**config.mk**
```make
export PLATFORM = sky130hd
export DESIGN_NAME = i2c_event_flag_ctrl
export DESIGN_NICKNAME = d
export VERILOG_FILES = /design/src/rtl/i2cfl_pkg.sv /design/src/rtl/i2cfl_flag_unit.sv /design/src/rtl/i2cfl_cond_seq.sv /design/src/rtl/i2cfl_bus_side.sv /design/src/rtl/i2c_event_flag_ctrl.sv
export SDC_FILE = /design/constraint.sdc
export NUM_CORES = 1
export LEC_CHECK = 0
export CAP_MARGIN = 20
export CORE_UTILIZATION = 41
export DETAILED_ROUTE_END_ITERATION = 8
export PLACE_DENSITY_LB_ADDON = 0.15
export SLEW_MARGIN = 20
export SYNTH_ARGS = -nofsm -noshare
export SYNTH_HDL_FRONTEND = slang
export SYNTH_HIERARCHICAL = 1
export SYNTH_SLANG_ARGS = --single-unit
export TNS_END_PERCENT = 100
```
**constraint.sdc**
```tcl
create_clock -name clk -period 1.1 [get_ports clk]
set_input_delay 0.22 -clock clk [delete_from_list [all_inputs] [get_ports clk]]
set_output_delay 0.22 -clock clk [all_outputs]
set_load 0.05 [all_outputs]
```
**src/rtl/i2cfl_pkg.sv**
```systemverilog
package i2cfl_pkg;
    parameter int CODE_W_DEF = 5;
    parameter int STAT_W_DEF = 8;

    typedef struct packed {
        logic bus_stop;
        logic int_stop;
        logic start;
        logic pend_start;
    } cond_t;
endpackage

```
**src/rtl/i2cfl_flag_unit.sv**
```systemverilog
module i2cfl_flag_unit #(
    parameter int CODE_W = i2cfl_pkg::CODE_W_DEF,
    parameter int STAT_W = i2cfl_pkg::STAT_W_DEF,
    parameter logic [CODE_W-1:0] IDLE_CODE = '1
) (
    input  logic              clk,
    input  logic              rst_n,
    input  logic              mc_tick,
    input  logic              ev_valid,
    input  logic [CODE_W-1:0] ev_code,
    input  logic              clr_req,
    output logic              flag_o,
    output logic              flag_next_o,
    output logic [STAT_W-1:0] status_o
);
    localparam int PAD_W = STAT_W - CODE_W;
    localparam logic [STAT_W-1:0] IDLE_STAT = {IDLE_CODE, {PAD_W{1'b0}}};

    typedef struct packed {
        logic              flag;
        logic [CODE_W-1:0] code;
        logic [STAT_W-1:0] stat;
    } fs_t;

    fs_t st_d, st_q;
    logic accept;

    always_comb begin
        st_d   = st_q;
        accept = ev_valid && (ev_code != IDLE_CODE) && !st_q.flag;
        if (accept) begin
            st_d.flag = 1'b1;
            st_d.code = ev_code;
        end else if (st_q.flag && clr_req) begin
            st_d.flag = 1'b0;
        end
        if (mc_tick) begin
            st_d.stat = st_q.flag ? {st_q.code, {PAD_W{1'b0}}} : IDLE_STAT;
        end
    end

    always_ff @(posedge clk or negedge rst_n) begin
        if (!rst_n) begin
            st_q.flag <= 1'b0;
            st_q.code <= IDLE_CODE;
            st_q.stat <= IDLE_STAT;
        end else begin
            st_q <= st_d;
        end
    end

    assign flag_o      = st_q.flag;
    assign flag_next_o = st_d.flag;
    assign status_o    = st_q.stat;
endmodule

```
**src/rtl/i2cfl_cond_seq.sv**
```systemverilog
module i2cfl_cond_seq (
    input  logic clk,
    input  logic rst_n,
    input  logic wr,
    input  logic req_start,
    input  logic req_stop,
    input  logic master,
    output logic bus_stop_o,
    output logic int_stop_o,
    output logic start_o
);
    import i2cfl_pkg::*;

    cond_t c_d, c_q;

    always_comb begin
        c_d = '0;
        if (wr) begin
            c_d.bus_stop   = req_stop && master;
            c_d.int_stop   = req_stop && !master;
            c_d.start      = c_q.pend_start || (req_start && !req_stop);
            c_d.pend_start = req_start && req_stop;
        end else begin
            c_d.start      = c_q.pend_start;
        end
    end

    always_ff @(posedge clk or negedge rst_n) begin
        if (!rst_n) c_q <= '0;
        else        c_q <= c_d;
    end

    assign bus_stop_o = c_q.bus_stop;
    assign int_stop_o = c_q.int_stop;
    assign start_o    = c_q.start;
endmodule

```
**src/rtl/i2cfl_bus_side.sv**
```systemverilog
module i2cfl_bus_side (
    input  logic clk,
    input  logic rst_n,
    input  logic flag,
    input  logic flag_next,
    input  logic scl_in,
    input  logic en_global,
    input  logic en_serial,
    output logic scl_hold_o,
    output logic irq_o
);
    logic hold_d, hold_q;

    always_comb begin
        hold_d = flag_next && !scl_in;
    end

    always_ff @(posedge clk or negedge rst_n) begin
        if (!rst_n) hold_q <= 1'b0;
        else        hold_q <= hold_d;
    end

    assign scl_hold_o = hold_q;
    assign irq_o      = flag && en_global && en_serial;
endmodule

```
**src/rtl/i2c_event_flag_ctrl.sv**
```systemverilog
module i2c_event_flag_ctrl #(
    parameter int CODE_W = i2cfl_pkg::CODE_W_DEF,
    parameter int STAT_W = i2cfl_pkg::STAT_W_DEF,
    parameter logic [CODE_W-1:0] IDLE_CODE = '1
) (
    input  logic              clk,
    input  logic              rst_n,
    input  logic              mc_tick,
    input  logic              ev_valid,
    input  logic [CODE_W-1:0] ev_code,
    input  logic              is_master,
    input  logic              ctl_wr,
    input  logic              ctl_start,
    input  logic              ctl_stop,
    input  logic              ctl_flag,
    input  logic              en_global,
    input  logic              en_serial,
    input  logic              scl_in,
    output logic [STAT_W-1:0] status_o,
    output logic              flag_o,
    output logic              irq_o,
    output logic              scl_hold_o,
    output logic              bus_stop_o,
    output logic              int_stop_o,
    output logic              start_o
);
    logic flag_next;
    logic clr_req;

    assign clr_req = ctl_wr && !ctl_flag;

    i2cfl_flag_unit #(
        .CODE_W(CODE_W), .STAT_W(STAT_W), .IDLE_CODE(IDLE_CODE)
    ) u_flag (
        .clk(clk), .rst_n(rst_n), .mc_tick(mc_tick),
        .ev_valid(ev_valid), .ev_code(ev_code), .clr_req(clr_req),
        .flag_o(flag_o), .flag_next_o(flag_next), .status_o(status_o)
    );

    i2cfl_cond_seq u_cond (
        .clk(clk), .rst_n(rst_n), .wr(ctl_wr),
        .req_start(ctl_start), .req_stop(ctl_stop), .master(is_master),
        .bus_stop_o(bus_stop_o), .int_stop_o(int_stop_o), .start_o(start_o)
    );

    i2cfl_bus_side u_bus (
        .clk(clk), .rst_n(rst_n), .flag(flag_o), .flag_next(flag_next),
        .scl_in(scl_in), .en_global(en_global), .en_serial(en_serial),
        .scl_hold_o(scl_hold_o), .irq_o(irq_o)
    );
endmodule

```
Yosys cells after proc, flatten, opt, wreduce, memory -nomap -nowiden
Cells that the tools add are included.
Word-level totals
  output and inout port bits: 14
  register bits after elaboration: 19
  logic and storage cells: 32
  input port bits: 17
Operators by class
  equal/unequal tests: 1
  reductions and logical operators: 17
  mux-type cells: 6
Operators by type and width (count)
  $logic_and A1 B1 Y1: 11
  $mux W8: 1
  $logic_not A1 Y1: 5
  $ne A5 B5 Y1 const B: 1
  $mux W1: 4
  $mux W2: 1
  $logic_or A1 B1 Y1: 1

Longest topological paths before layout
Gate-level depths: netlist of the first run.
  depth after elaboration: 6
  gate-level depth with buffers: 4
  gate-level depth less buffers: 4

Hierarchy
Netlist of the first run, hierarchy kept.
By module, submodules not included
  i2cfl_flag_unit: cells each 52, seq. area each 287.8 um2, area each 556.8 um2, instances 1
  i2cfl_cond_seq: cells each 10, seq. area each 100.1 um2, area each 135.1 um2, instances 1
  i2cfl_bus_side: cells each 3, seq. area each 25.0 um2, area each 37.5 um2, instances 1
  i2c_event_flag_ctrl: cells each 1, seq. area each 0.0 um2, area each 13.8 um2, instances 1

Least setup slack after synthesis of the first run
No wires, ideal clock.
  kind: flip-flop to output port
  from: reg, netlist name u_flag/flag_o
  to: out irq_o
  path buffers: 0
  data arrival time: 1.184 ns
  data required time: 0.880 ns
  stages on the path, launching flop included: 2
  slack: -0.304 ns
  cell sequence: dfrtp_1 and3_1
On the way
  cells in the longest elaborated chain, start to end: 2
RTL lines
  $logic_and A1 B1 Y1 (2 in series): RTL line i2cfl_bus_side.sv:24  | assign irq_o = flag && en_global && en_serial;
  end: declaration: RTL line i2c_event_flag_ctrl.sv:21  | output logic irq_o,
No other way between the ends.

Worst setup path in the final report of the first run
  from: reg, netlist name u_flag/flag_o
  to: out irq_o
On the way
  cells in the longest elaborated chain, start to end: 2
RTL lines (RTL line)
  $logic_and A1 B1 Y1 (2 in series): i2cfl_bus_side.sv:24
No other way between the ends.

==> metrics.txt, run 1 <==
outcome finished with violations; failing checks setup timing; clock buffer depth 2; Final period util 1.11; Fin. Hold Viols 0; Placed Cells incl. Taps around 120; clk_skew 0.00660 ns; logic gate share of total power 0.412; drt wl/cell 11.6 um; Setup WS pre-CTS -0.270 ns; Sw Share 0.331; Final Non-Filler Cells between 100 and 150; PD cells around 1800 mW/mm^2; antenna-violating nets left 0; Final TNS setup -0.823 ns; Hold WS ~0.23 ns; startpoint types flop; Tmin final 1.22 ns; Hold WC Path Type in -> async; worst vdd ir 1.05 mV; Sw Pwr a little over 700 uW; DR vias 555; H-tree levels 1; multi-input logic area 273 sq um; Post-route DRC 0; Via density 4.55; Syn. warnings 6; die width roughly 45 um; clock network power share 0.177; I/O pin cnt 31; cts bufs inserted 3; CP endpoint kind output port; FF+latch area 414 sq um; Pre-antenna DRT Iters 2; area grow syn2layout 63.3%; root buf cell clkbuf_4; Ant. Diodes 0; max-slew violation count 0; cts hold-fix bufs 0; Max Freq 820 MHz; clk_lat worst skew 0.29 ns; num rows 15; final setup fails 10; largest net degree at the start of global routing 17; grt ovf 0; final RePlAce weighted congestion roughly 0.7; number of synthesized register bits 16; clock transition at the registers of the reported paths 0.10 ns; RSZ-0062 raised after global routing true; Pint 1460 uW; initial drt markers 9; syn avg cell area 11.3 sq um; initial antenna violation count 0; fill cell count 126; critical-path maximum fanout 2; Crit path required time a little under 0.9 ns; Post-Route WL 1.42 mm; clk sinks 16; Max-Cap Viols 0; final worst slack -0.120 ns; dpl hpwl 1.10 mm; Distinct cells, synth 20; Initial Util 0.435; area of the core ~0.0017 sq mm; CTS tree built; die height 44.6 um; vias in the first global route 530; Crit Path Class reg -> out; Global Route Usage Sum 0.177; nets around 120; Netlist Area Pre-Place 743 sq um; power share of the sequential group 0.411; layout cell share with drive strength beyond 1 0.495; LEAKAGE around 0.00055 uW; Gate Count Post-Synth between 60 and 70; Critical Path AT 1.00 ns; I/O Buffers 27; Seq/Total Area, Yosys 0.556; first-pass GRT wire length about 2.4 mm; die footprint 0.00199 sq mm
-- synth_stat cells --
cell type,instances,area (sq um)
a41oi_1,1,8.76
nor2b_1,1,6.26
buf_2,1,5.00
dfstp_2,10,263
inv_1,5,18.8
a21oi_1,4,20.0
o21bai_2,1,11.3
dfrtp_1,6,150
o22a_2,5,50.1
nor2_1,1,3.75
buf_4,8,60.1
nand2_1,3,11.3
nor2b_4,1,13.8
buf_6,1,11.3
and3_1,6,37.5
o21ai_0,8,40.0
o22a_1,1,8.76
conb_1,1,3.75
nand2b_4,1,13.8
o22ai_1,1,6.26
-- per-layer routing --
metal | vias up | routed length (um) | global-route usage | share of wire
li1 | 279 | - | - | -
met1 | 257 | 659 | 0.233 | 0.47
met2 | 15 | 645 | 0.250 | 0.46
met3 | 4 | 54 | 0.0245 | 0.038
met4 | 0 | 56 | 0.164 | 0.040
met5 | - | 0 | 0 | 0
-- repair_timing --
item                       4_1_cts  5_1_grt
setup endpoints to repair        7       15
pin swaps                        2        1
buffers inserted                 1        0
resized for setup                3        1
-- worst max-delay path, cell delays in order, from the launching register on --
cell     delay, ns
dfrtp_2       0.42
and3_4        0.15
buf_12        0.14
-- final timing paths --
kind	to	startpoint	depth (start not counted)	slack, ns
min in group clk	u_cond/start_o$_DFF_PN0_	u_cond/c_q[0]$_DFF_PN0_	1	0.45
setup / recovery	irq_o	u_flag/flag_o$_DFF_PN0_	2	-0.12
hold reg to reg	u_cond/start_o$_DFF_PN0_	u_cond/c_q[0]$_DFF_PN0_	1	0.45
max in group asynchronous	u_flag/status_o[7]$_DFFE_PN1P_	rst_n	2	0.62
setup reg to reg	u_flag/st_q[10]$_DFFE_PN1P_	u_flag/flag_o$_DFF_PN0_	4	-0.02
hold / removal	u_flag/flag_o$_DFF_PN0_	rst_n	2	0.23
-- state kept, by name, indices dropped and copies added (netlist names) --
register	flops
u_flag/st_q	5
u_flag/status_o	5
u_bus/scl_hold_o	1
u_cond/bus_stop_o	1
u_cond/c_q	1
u_cond/int_stop_o	1
u_cond/start_o	1
u_flag/flag_o	1
-- area by class of cell --
type | instances | share of cell area
inverter | 5 | 0.0155
timing repair buffer | 35 | 0.363
tap | 25 | 0.0258
multi-input combinational | 37 | 0.225
clock buffer | 4 | 0.0299
sequential | 16 | 0.341
-- stage by stage --
stage                      util  total power [uW]  area (sq um)
final                     0.711              2190          1210
after global routing      0.711              2300          1210
after CTS                 0.708              2210          1210
after detailed placement  0.674              1790          1150
after global placement    0.674              1780          1150
after floorplan               -              1410           763
-- power groups by stage --
stage | logic (uW) | clock network (uW) | registers (uW)
after detailed placement | 865 | 0 | 928
final | 903 | 386 | 900
after CTS | 906 | 398 | 904
after floorplan | 472 | 0 | 934
after global placement | 853 | 0 | 922
after global routing | 954 | 426 | 920
-- logic make-up after synthesis --
group,after synthesis,share of synthesized area
compound gates,21,0.195
buf+inv,15,0.128
other cells,1,0.00505
simple gates,13,0.116
flops,16,0.556
-- placed cells by master (no fill, tap or decap) --
cell type / Yosys / routed
buf_4: 8 / 8
clkdlybuf4s50_1: 0 / 16
clkbuf_4: 0 / 3
a21oi_2: 0 / 3
o22ai_2: 0 / 1
and3_4: 0 / 1
conb_1: 1 / 3
nor2_1: 1 / 1
o22a_1: 1 / 1
o21ai_0: 8 / 8
a21oi_1: 4 / 1
inv_1: 5 / 5
dfstp_2: 10 / 10
o21bai_2: 1 / 1
clkbuf_8: 0 / 1
nand2_1: 3 / 3
buf_12: 0 / 11
dfrtp_1: 6 / 5
o22a_2: 5 / 5
a41oi_2: 0 / 1
and3_1: 6 / 5
nor2b_4: 1 / 1
nor2b_1: 1 / 1
dfrtp_2: 0 / 1
nand2b_4: 1 / 1
(Power assumes the default switching activity.)
==> run 2, diff against run 1 <==
- CORE_UTILIZATION: 41 -> 44
- clock period: 1.1 -> 1.5 ns (I/O delays scaled with it)
==> metrics.txt, run 2 (synthesis gave the netlist of run 1 again) <==
clk_lat worst skew 0.28 ns (about the same); Global Route Usage Sum 0.160 (-0.0174); cts bufs inserted 3 (unchanged); vias in the first global route 487 (-8.1%); Sw Pwr 510 uW (-30%); die footprint 0.00186 sq mm (-6.5%); clock network power share 0.177 (about the same); Fin. Hold Viols 0 (unchanged); PD cells 1370 mW/mm^2 (-24%); final RePlAce weighted congestion 0.730 (+3.9%); DR vias 537 (-3.2%); final setup fails 0 (-10); die width 43.1 um (-3.3%); Post-route DRC 0 (unchanged); dpl hpwl 1.03 mm (-6.4%); first-pass GRT wire length 2.16 mm (-9.3%); Max-Cap Viols 0 (unchanged); fill cell count 114 (-9.5%); Pint 1050 uW (-29%); I/O Buffers 27 (unchanged); initial drt markers 4 (-5); layout cell share with drive strength beyond 1 0.391 (-0.104); num rows 14 (-1); final core utilization 0.735 (+0.0248); Post-CTS Resized 0 (-3); Critical Path AT 1.12 ns (+0.12 ns); Final TNS setup 0 ns (+0.823 ns); max-slew violation count 0 (unchanged); Crit Path Class reg -> out; clk_skew 0.00420 ns (-0.00240 ns); Sw Share 0.328 (-0.00310); reg2reg end u_flag/st_q[10]$_DFFE_PN1P_; area of the core 0.00154 sq mm (-9.7%); clk sinks 16 (unchanged); root buf cell clkbuf_4; RSZ-0062 raised after global routing false; clock buffer depth 2 (unchanged); largest net degree at the start of global routing 17 (unchanged); startpoint types flop; drt wl/cell 11.9 um (+2.9%); area grow syn2layout 52.5%; Ant. Diodes 0 (unchanged); Post-Route WL 1.29 mm (-8.9%); clock transition at the registers of the reported paths 0.09 ns (about the same); grt ovf 0 (unchanged); Tmin final 1.42 ns; cts hold-fix bufs 0 (unchanged); H-tree levels 1 (unchanged); outcome finished, final reports clean; Hold WC Path Type in -> async; # Post-CTS Setup Buffers 0 (-1); nets 110 (-4.3%); power share of the sequential group 0.428 (+0.017); Crit path required time 1.20 ns (+0.32 ns); CP endpoint kind output port; most frequent cells in the layout 16 x clkdlybuf4s50_1, 11 x buf_12, 10 x dfstp_2, 8 x o21ai_0; logic gate share of total power 0.395 (-0.017); worst-case reg-to-reg path depth 3 (-1); FF-to-FF setup slack 0.42 ns (+0.44 ns); die height 43.1 um (-3.3%); Max Freq 702 MHz; I/O pin cnt 31 (unchanged); Initial Util 0.482 (+0.0470); most common cell after layout, fill and taps aside clkdlybuf4s50_1; antenna-violating nets left 0 (unchanged); Pre-antenna DRT Iters 3 (+1); Final period util 0.949; Via density 4.97 (+9.3%); multi-input logic area 243 sq um (-11%); LEAKAGE 0.000522 uW (-4.5%); initial antenna violation count 0 (unchanged); CTS tree built; worst vdd ir 0.854 mV (-19%); Reg-to-Reg Start u_flag/flag_o$_DFF_PN0_; critical-path maximum fanout 5 (+3); FF+latch area 413 sq um (-0.30%)
-- run 2: critical path, cell delays in order (launching register included) --
cell	delay [ns]
dfrtp_1	0.46
and3_1	0.24
buf_12	0.15
-- run 2: worst max-delay path by stage --
stage                                 start                          to  cells past startpoint
finish              u_flag/flag_o$_DFF_PN0_                       irq_o                      2
floorplan           u_flag/flag_o$_DFF_PN0_                       irq_o                      1
CTS                 u_flag/flag_o$_DFF_PN0_                       irq_o                      2
detailed placement               ev_code[2]  u_bus/scl_hold_o$_DFF_PN0_                      5
global route        u_flag/flag_o$_DFF_PN0_                       irq_o                      2
global placement                 ev_code[2]  u_bus/scl_hold_o$_DFF_PN0_                      5
-- run 2: per-layer routing --
layer,part of all wire,up-vias,track usage
met3,0.034,2,0.0255
li1,-,268,-
met1,0.49,254,0.239
met2,0.46,13,0.218
met4,0.012,0,0.0909
met5,0,-,0
-- run 2: power by group through the flow --
stage	sequential (uW)	combinational [uW]	clock, uW
after floorplan	683	338	0
after global placement	671	609	0
after detailed placement	675	618	0
after CTS	668	619	285
after global routing	679	644	298
final	667	614	275
-- run 2: layout make-up --
class                   instances  area share
flip-flops and latches         16       0.364
multi-input cells              37       0.214
inverters                       5      0.0166
repair buffers                 30       0.355
well taps                      16      0.0177
clock buffers                   4      0.0320
-- run 2: per-stage QoR --
step / hold slack (ns) / area (sq um) / total power, uW / std cells / setup WS, ns
3_3_place_gp: 0.422 / 1100 / 1280 / 104 / 0.0467
4_1_cts: 0.336 / 1130 / 1570 / 108 / 0.0584
2_1_floorplan: 0.00441 / 751 / 1020 / 68 / 0.0158
6_report: 0.340 / 1130 / 1560 / 108 / 0.0759
3_5_place_dp: 0.433 / 1100 / 1290 / 104 / 0.00556
5_1_grt: 0.351 / 1130 / 1620 / 108 / 0.0172
==> run 3, diff against run 2 <==
- CAP_MARGIN: 20 -> 10
==> results of run 3 <==
No change in the layout: final DEF, timing and power equal those of run 2.
